--- config.mk ---
export PLATFORM = sky130hd
export DESIGN_NAME = eep_addr_tracker
export DESIGN_NICKNAME = d
export VERILOG_FILES = /design/src/rtl/eeac_pkg.sv /design/src/rtl/eeac_fill_cnt.sv /design/src/rtl/eeac_wr_fsm.sv /design/src/rtl/eeac_addr_path.sv /design/src/rtl/eep_addr_tracker.sv
export SDC_FILE = /design/constraint.sdc
export NUM_CORES = 1
export LEC_CHECK = 0
export ABC_CLOCK_PERIOD_IN_PS = 3700
export BUFFER_PORTS_ARGS = -buffer_cell sky130_fd_sc_hd__buf_2
export CAP_MARGIN = 20
export CORE_MARGIN = 2
export CORE_UTILIZATION = 45
export DETAILED_ROUTE_END_ITERATION = 12
export PLACE_DENSITY_LB_ADDON = 0.3
export SYNTH_ARGS = -nofsm -noshare
export SYNTH_HDL_FRONTEND = slang
export SYNTH_SLANG_ARGS = --single-unit
--- constraint.sdc ---
create_clock -name clk -period 3.7 [get_ports clk]
set_clock_uncertainty 0.15 [all_clocks]
set_input_delay 0.74 -clock clk [delete_from_list [all_inputs] [get_ports clk]]
set_output_delay 0.74 -clock clk [all_outputs]
set_load 0.05 [all_outputs]
--- src/rtl/eeac_pkg.sv ---
package eeac_pkg;

    typedef enum logic [1:0] {
        ST_IDLE = 2'd0,
        ST_OPEN = 2'd1,
        ST_FILL = 2'd2,
        ST_FULL = 2'd3
    } wr_state_e;

endpackage

--- src/rtl/eeac_fill_cnt.sv ---
module eeac_fill_cnt #(
    parameter int PAGE_W = 7
) (
    input  logic              clk,
    input  logic              rst_n,
    input  logic              clr_i,
    input  logic              inc_i,
    output logic [PAGE_W:0]   cnt_o,
    output logic              last_slot_o
);
    localparam int CNT_W      = PAGE_W + 1;
    localparam int PAGE_BYTES = 1 << PAGE_W;

    logic [CNT_W-1:0] cnt_q;

    always_ff @(posedge clk or negedge rst_n) begin
        if (!rst_n) begin
            cnt_q <= '0;
        end else if (clr_i) begin
            cnt_q <= '0;
        end else if (inc_i && (cnt_q != CNT_W'(PAGE_BYTES))) begin
            cnt_q <= cnt_q + 1'b1;
        end
    end

    always_comb begin
        cnt_o       = cnt_q;
        last_slot_o = (cnt_q == CNT_W'(PAGE_BYTES - 1));
    end

    AST_CNT_BOUND: assert property (@(posedge clk) disable iff (!rst_n)
        cnt_q <= CNT_W'(PAGE_BYTES));

    AST_CNT_CLEAR: assert property (@(posedge clk) disable iff (!rst_n)
        clr_i |=> cnt_q == '0);

endmodule

--- src/rtl/eeac_wr_fsm.sv ---
module eeac_wr_fsm
    import eeac_pkg::*;
(
    input  logic      clk,
    input  logic      rst_n,
    input  logic      load_i,
    input  logic      commit_i,
    input  logic      wr_inc_i,
    input  logic      rd_inc_i,
    input  logic      last_slot_i,
    output logic      load_en_o,
    output logic      commit_en_o,
    output logic      wr_en_o,
    output logic      rd_en_o,
    output logic      restore_o,
    output wr_state_e state_o
);
    wr_state_e state_q;
    wr_state_e state_d;
    logic      open_w;

    // state register
    always_ff @(posedge clk or negedge rst_n) begin
        if (!rst_n) begin
            state_q <= ST_IDLE;
        end else begin
            state_q <= state_d;
        end
    end

    // outputs: strobe ranking load > commit > write step > read step
    always_comb begin
        open_w      = (state_q != ST_IDLE);
        load_en_o   = load_i;
        commit_en_o = !load_i && commit_i && open_w;
        wr_en_o     = !load_i && !(commit_i && open_w) && wr_inc_i && open_w;
        rd_en_o     = !load_i && !(commit_i && open_w) && !(wr_inc_i && open_w) && rd_inc_i;
        restore_o   = commit_en_o && (state_q == ST_FULL);
        state_o     = state_q;
    end

    // transitions
    always_comb begin
        state_d = state_q;
        if (load_en_o) begin
            state_d = ST_OPEN;                                   // T_LOAD
        end else if (commit_en_o || rd_en_o) begin
            state_d = ST_IDLE;                                   // T_COMMIT / T_ABANDON
        end else if (wr_en_o) begin
            unique case (state_q)
                ST_IDLE: state_d = ST_IDLE;
                ST_OPEN: state_d = last_slot_i ? ST_FULL : ST_FILL; // T_FIRST
                ST_FILL: state_d = last_slot_i ? ST_FULL : ST_FILL; // T_SAT
                ST_FULL: state_d = ST_FULL;
            endcase
        end
    end

    AST_LOAD_OPENS: assert property (@(posedge clk) disable iff (!rst_n)
        load_i |=> state_q == ST_OPEN);

    AST_ABANDON_CLOSES: assert property (@(posedge clk) disable iff (!rst_n)
        (rd_inc_i && !load_i && !commit_i && !wr_inc_i) |=> state_q == ST_IDLE);

endmodule

--- src/rtl/eeac_addr_path.sv ---
module eeac_addr_path #(
    parameter int ADDR_W = 16,
    parameter int PAGE_W = 7
) (
    input  logic              clk,
    input  logic              rst_n,
    input  logic              load_en_i,
    input  logic [ADDR_W-1:0] load_addr_i,
    input  logic              wr_en_i,
    input  logic              rd_en_i,
    input  logic              restore_i,
    output logic [ADDR_W-1:0] cur_o,
    output logic [PAGE_W-1:0] slot_o
);
    localparam int PAGE_HI_W = ADDR_W - PAGE_W;

    logic [ADDR_W-1:0] cur_q;
    logic [ADDR_W-1:0] start_q;
    logic [PAGE_W-1:0] offs_next;

    always_comb begin
        offs_next = cur_q[PAGE_W-1:0] + 1'b1;
    end

    always_ff @(posedge clk or negedge rst_n) begin
        if (!rst_n) begin
            cur_q   <= '0;
            start_q <= '0;
        end else if (load_en_i) begin
            cur_q   <= load_addr_i;
            start_q <= load_addr_i;
        end else if (restore_i) begin
            cur_q   <= start_q;
        end else if (wr_en_i) begin
            cur_q   <= {cur_q[ADDR_W-1:PAGE_W], offs_next};
        end else if (rd_en_i) begin
            cur_q   <= cur_q + 1'b1;
        end
    end

    always_comb begin
        cur_o  = cur_q;
        slot_o = cur_q[PAGE_W-1:0];
    end

    AST_PAGE_HELD: assert property (@(posedge clk) disable iff (!rst_n)
        wr_en_i |=> cur_q[ADDR_W-1:PAGE_W] == $past(cur_q[ADDR_W-1:PAGE_W]));

    AST_PAGE_HI_W: assert property (@(posedge clk) disable iff (!rst_n)
        restore_i |=> cur_q[ADDR_W-1:PAGE_W] == PAGE_HI_W'($past(start_q) >> PAGE_W));

endmodule

--- src/rtl/eep_addr_tracker.sv ---
module eep_addr_tracker
    import eeac_pkg::*;
#(
    parameter int ADDR_W = 16,
    parameter int PAGE_W = 7
) (
    input  logic              clk,
    input  logic              rst_n,
    input  logic              load_i,
    input  logic [ADDR_W-1:0] load_addr_i,
    input  logic              wr_inc_i,
    input  logic              rd_inc_i,
    input  logic              wr_commit_i,
    output logic [ADDR_W-1:0] cur_addr_o,
    output logic [PAGE_W-1:0] slot_o
);
    localparam int CNT_W      = PAGE_W + 1;
    localparam int PAGE_BYTES = 1 << PAGE_W;

    logic             load_en;
    logic             commit_en;
    logic             wr_en;
    logic             rd_en;
    logic             restore;
    logic             last_slot;
    logic [CNT_W-1:0] fill_cnt;
    wr_state_e        wr_state;

    eeac_wr_fsm u_fsm (
        .clk         (clk),
        .rst_n       (rst_n),
        .load_i      (load_i),
        .commit_i    (wr_commit_i),
        .wr_inc_i    (wr_inc_i),
        .rd_inc_i    (rd_inc_i),
        .last_slot_i (last_slot),
        .load_en_o   (load_en),
        .commit_en_o (commit_en),
        .wr_en_o     (wr_en),
        .rd_en_o     (rd_en),
        .restore_o   (restore),
        .state_o     (wr_state)
    );

    eeac_fill_cnt #(.PAGE_W(PAGE_W)) u_cnt (
        .clk         (clk),
        .rst_n       (rst_n),
        .clr_i       (load_en),
        .inc_i       (wr_en),
        .cnt_o       (fill_cnt),
        .last_slot_o (last_slot)
    );

    eeac_addr_path #(.ADDR_W(ADDR_W), .PAGE_W(PAGE_W)) u_addr (
        .clk         (clk),
        .rst_n       (rst_n),
        .load_en_i   (load_en),
        .load_addr_i (load_addr_i),
        .wr_en_i     (wr_en),
        .rd_en_i     (rd_en),
        .restore_i   (restore),
        .cur_o       (cur_addr_o),
        .slot_o      (slot_o)
    );

    AST_LOAD_WINS: assert property (@(posedge clk) disable iff (!rst_n)
        load_i |=> cur_addr_o == $past(load_addr_i));

    AST_RD_WRAP: assert property (@(posedge clk) disable iff (!rst_n)
        (rd_inc_i && !load_i && !wr_inc_i && !wr_commit_i && (cur_addr_o == '1)) |=> cur_addr_o == '0);

    AST_FULL_COUNT: assert property (@(posedge clk) disable iff (!rst_n)
        (wr_state == ST_FULL) |-> fill_cnt == CNT_W'(PAGE_BYTES));

    AST_IDLE_HOLD: assert property (@(posedge clk) disable iff (!rst_n)
        ((wr_state == ST_IDLE) && !load_i && !rd_inc_i) |=> $stable(cur_addr_o));

    AST_COMMIT_BEATS_BYTE: assert property (@(posedge clk) disable iff (!rst_n)
        (commit_en && wr_inc_i && (wr_state == ST_FILL)) |=> $stable(cur_addr_o));

endmodule

-- Word-level counts from Yosys, hierarchy flattened
Cells that the tools add are included.
- flip-flop bits (word level): 42
- bits of input ports: 22
- output and inout port bits: 23
- word-level logic and storage cells: 48
- $add $sub $neg: 3
- equal/unequal tests: 6
- mux-type cells: 11
- reduce and logical (&&, ||, !) cells: 23
- operators by type and width (operator ; number):
    $mux 16 ; 4
    $add 16x1->16 const B ; 1
    $mux 8 ; 2
    $logic_and 1x1->1 ; 11
    $add 8x1->8 const B ; 1
    $eq 8x7->1 const B ; 1
    $ne 8x8->1 const B ; 1
    $add 7x1->7 const B ; 1
    $mux 2 ; 3
    $pmux 2 s3 ; 1
    $reduce_bool 3->1 ; 2
    $eq 2x2->1 const B ; 2
    $reduce_bool 2->1 ; 2
    $reduce_bool 4->1 ; 1
    $logic_not 1->1 ; 3
    $ne 3x3->1 const B ; 1
    $eq 2x1->1 const B ; 1
    $logic_not 2->1 ; 1
    $reduce_and 2->1 ; 1
    $reduce_or 2->1 ; 1
    $logic_or 1x1->1 ; 1
    $mux 1 ; 1

-- Longest topological paths before layout
- word-level depth: 10
- mapped depth: 7
- gate-level depth less buffers: 6

-- Cells and area by module
Synthesis repeated with hierarchy kept, for this count alone.
- cell total of the unflattened synthesis: 223
- area, all modules: 2240.9 µm²
- by module, submodules not included (module ; times used ; cells an instance ; area an instance (µm²) ; sequential area each (µm²)):
    eeac_addr_path ; 1 ; 153 ; 1610.3 ; 800.8
    eeac_fill_cnt ; 1 ; 48 ; 445.4 ; 200.2
    eeac_wr_fsm ; 1 ; 22 ; 185.2 ; 50.0

-- Worst setup path after synthesis
No wires, ideal clock.
- path kind: register -> register
- start point: reg u_addr.cur_q[0], in the netlist u_addr.cur_o[0]
- end point: reg u_addr.cur_q[12], in the netlist u_addr.cur_o[12]
- setup time: 124 ps
- arrival time: 2069 ps
- required time: 3426 ps
- setup slack: 1357 ps
- stages on the path, launching flop included: 6
- buffers on the path: 0
- period minus slack after synthesis: 2343 ps
- cell sequence: dfrtp_1 -> ha_1 -> nand2_1 -> or4_4 -> a21o_1 -> a211o_1
- word-level cells in the longest chain between the ends: 5
- RTL lines (what ; line ; RTL):
    from (decl) ; eeac_addr_path.sv:17 ; logic [ADDR_W-1:0] cur_q;
    from (signal assigned) ; eeac_addr_path.sv:30 ; cur_q <= load_addr_i;
    from (signal assigned) ; eeac_addr_path.sv:33 ; cur_q <= start_q;
    from (signal assigned) ; eeac_addr_path.sv:35 ; cur_q <= {cur_q[ADDR_W-1:PAGE_W], offs_next};
    $add 16x1->16 ; eeac_addr_path.sv:37 ; cur_q <= cur_q + 1'b1;
    $mux 16 ; eeac_addr_path.sv:36 ; end else if (rd_en_i) begin
    $mux 16 ; eeac_addr_path.sv:34 ; end else if (wr_en_i) begin
    $mux 16 ; eeac_addr_path.sv:32 ; end else if (restore_i) begin
    $mux 16 ; eeac_addr_path.sv:29 ; end else if (load_en_i) begin
Every way passes these cells. The select of a mux whose other input is x is not followed.
A chain may end at the register's enable or synchronous reset.

-- Worst setup path in the final report
- start point: in load_i
- end point: reg u_addr.cur_q[11], in the netlist u_addr.cur_o[11]
- word-level cells in the longest chain between the ends: 6
- elaborated cells on any way between the ends: 14
- classes of those cells: eq/ne (1); mux (2); reduce/logical (11)
- RTL lines (what ; line ; RTL):
    from (decl) ; eep_addr_tracker.sv:9 ; input logic load_i,
    $logic_not 1->1 ; eeac_wr_fsm.sv:35, eeac_wr_fsm.sv:36, eeac_wr_fsm.sv:37 ;
    $logic_and 1x1->1, on equally long branches (2 in series) ; eeac_wr_fsm.sv:35, eeac_wr_fsm.sv:36, eeac_wr_fsm.sv:37 ;
    $logic_and 1x1->1, on equally long branches ; eeac_wr_fsm.sv:38, eeac_wr_fsm.sv:36, eeac_wr_fsm.sv:37 ;
    $ne 3x3->1 (no source line) (tied with other cells) ; - ;
    $reduce_and 2->1 (no source line) or $mux 16 (tied branches) ; - ;
Several ways; a longest one is shown, not always the timed one.

==> flow_summary.toml <==
[drt]
drc = 0
vias_per_cell = 5.64
num_vias = 1964
firstDrtPassIters = 5
drt_iter0_markers = 134
ant_nets = 0
wl_per_cell_um = 14.9
wl_um = 5170

[grt]
grtUsageMet3 = 0.0529
gr-usage-all-layers = 0.186
grt_use_met1 = 0.254
grt_pass1_wl_um = 8870
globalRouteOverflowTotal = 0
grt_pass1_vias = 1894
antenna_found_initial = 0
top_usage_layer = "met2"
grt_max_degree = 43
met2_usage = 0.284

[timing]
setup_viol = 0
period_needed_ns = 2.48
hold_viol = 0
slew_viol_final = 0
max_freq_mhz = 404
slew-limit-headroom = 0.383
rsz0062_at_grt = "false"
tightest_slew_ns = 0.926
finalSetupTns_ns = 0
final.period_utilization = 0.669
hold_slack_ns = 0.360

[finish]
area_delta_synth_final_pct = 15.1
design_area_um2 = 2760
final_common_cell = "buf_2"
most-common-layout-cells = "buf_2 (44), dfrtp_1 (42), nand2_1 (21), inv_1 (16), o21ai_0 (14)"
fin_nets = 304
drive_above_1_share = 0.284
diodes = 0
stdcell_count = 348

[synth]
yosys.area_share.xor_xnor = 0.0255
synth_simple_gate_area_frac = 0.194
synth.top_cell.area_share = 0.438
synth_mux_area_frac = 0.0646
async_flop_share = 1.00
synth_adder_area_share = 0.0261
synth-edff-count = 0
ys_seq_area_frac = 0.438
syn_inst = 240
synth_top_family_by_area = "simple AND/OR/NAND/NOR gates"
synth_warnings = 0
synth_area_leader_cell = "dfrtp_1"
synthFlopType = "dfrtp_1"
ys_ff_latch = 42
synthTopCellsByArea = "dfrtp_1 (44%), mux2_2 (5.6%), nand2_1 (3.3%), o21ai_0 (2.9%), nand3_1 (2.7%)"
synth_area_um2 = 2400
avgSynthCellArea_um2 = 10.0
syn_nets = 267
synth_cell_types = 58
synth_compound_area_frac = 0.184

[clock_network]
cts_buffers = 5
cts_resized = 0
clkTransAtPathRegs_ns = 0.08
cts_setup_buffers = 0
clkLatencyLatePin_ns = 0.30
h-tree-depth = 2
cts_buffer_depth = 2
holdBufCountCts = 0
tritoncts = "done"
cts_num_sinks = 42
cts-root-buf = "clkbuf_8"

[worst_setup_path]
rr_startpoint = "u_fsm.state_o[0]"
crit_fanout = 28
startpoint_type = "input port"
path_class = "input port to register"
regToRegSetupSlack_ns = 1.31
crit_chain = "buf_2 -> nor4bb_4 -> buf_4 -> a211oi_1 -> a222oi_1 -> o311ai_0"
end_kind = "register"
crit_arrival_ns = 2.50
reg2regPathDepth = 7
r2r-end = "u_addr.cur_o[11]"
cp_slowest_cell = "a211oi_1"
crit_required_ns = 3.73
cpPeakStageDelay_ns = 0.68

[floorplanning]
dieArea_um2 = 5940
ioPinCount = 45
core.rowCount = 26
die_x_um = 77.0
core_area_um2 = 5140
initial_core_util = 0.467
fp.dieH_um = 77.0

[power_and_ir_drop]
powerDensity_nw_per_um2 = 514
finalPower_mw = 1.42
irDropWorstVdd_v = 0.000252
power.leakage_nw = 1.23

[placement]
dpl_cell_area_um2 = 2620
hpwl_um = 3700
place_congestion = 0.807
port_buffers = 44
dp_cells = 340

[min_path]
worstHoldStart = "u_addr.start_q[8]"
hold_end = "u_addr.cur_o[8]"
hold_class = "register to register"
whs_path_depth = 2

[outcome]
status = "finished, final reports clean"

[flow_run]
max-cap-violations = 0
flip-flops by register name, summed over array words and instances (netlist names):
register and cells:
u_addr.start_q 16, u_addr.cur_o 16, u_fsm.state_o 2, u_cnt.cnt_o 8
worst max-delay path, delay by kind of cell:
family,cells,cell delay (ns)
compound gates,3,0.98
buf+inv,2,0.67
simple gates,1,0.10
metrics by stage:
step / utilization / setup slack (ns)
finish: 0.537 / 1.22
global route: 0.537 / 1.09
CTS: 0.537 / 1.26
detailed placement: 0.510 / 0.931
global placement: 0.510 / 0.958
floorplan: - / 1.36
synthesized netlist by cell type (all sizes together) (2+ instances only):
| master | n |
|---|---|
| a21oi | 4 |
| a211oi | 2 |
| mux2 | 12 |
| dfrtp | 42 |
| xnor2 | 2 |
| a31o | 2 |
| a222oi | 2 |
| nand2 | 21 |
| o311ai | 5 |
| o31ai | 2 |
| inv | 16 |
| and3 | 5 |
| o21ai | 14 |
| mux2i | 2 |
| a22oi | 6 |
| buf | 15 |
| or3 | 5 |
| ha | 5 |
| nand3b | 2 |
| xor2 | 5 |
| nand3 | 14 |
| nor2 | 12 |
| or4 | 5 |
| and2 | 2 |
| a22o | 3 |
| o211ai | 5 |
| nand4 | 6 |
| a31oi | 4 |
kinds of logic (layout without fill, tap and decap cells):
family / count (synthesis) / in the layout
flops: 42 / 42
compound gates: 61 / 61
xor+xnor: 7 / 7
fa+ha+maj: 5 / 5
buf+inv: 32 / 70
simple gates: 79 / 79
mux: 14 / 14
power by group:
| group | total (mW) | switching (mW) | leakage, nW | internal [mW] |
|---|---|---|---|---|
| Sequential | 0.573 | 0.0655 | 0.515 | 0.508 |
| Combinational | 0.398 | 0.281 | 0.643 | 0.117 |
| Clock | 0.450 | 0.162 | 0.0714 | 0.288 |
final cells by class:
| class | count | area (um^2) |
|---|---|---|
| Clock buffer | 6 | 82.6 |
| Clock inverter | 2 | 60.1 |
| Fill cell | 494 | 2380 |
| Inverter | 16 | 60.1 |
| Multi-Input combinational cell | 166 | 1190 |
| Sequential cell | 42 | 1050 |
| Tap cell | 70 | 87.6 |
| Timing Repair Buffer | 46 | 235 |
per-layer routing:
| layer | share of wire | up-vias |
|---|---|---|
| li1 | - | 962 |
| met1 | 0.46 | 937 |
| met2 | 0.47 | 60 |
| met3 | 0.061 | 5 |
| met4 | 0.0079 | 0 |
| met5 | 0 | - |
how the worst max path moves through the flow:
stage / start / end / slack (ns) / cells after the start
2_1_floorplan: u_addr.cur_o[0] / u_addr.cur_o[12] / 1.36 / 5
3_3_place_gp: load_i / u_addr.cur_o[14] / 0.96 / 6
3_5_place_dp: load_i / u_addr.cur_o[15] / 0.93 / 6
4_1_cts: load_i / u_addr.cur_o[11] / 1.26 / 6
5_1_grt: load_i / u_addr.cur_o[11] / 1.09 / 6
6_report: load_i / u_addr.cur_o[11] / 1.22 / 6
(Power assumes the default switching activity.)
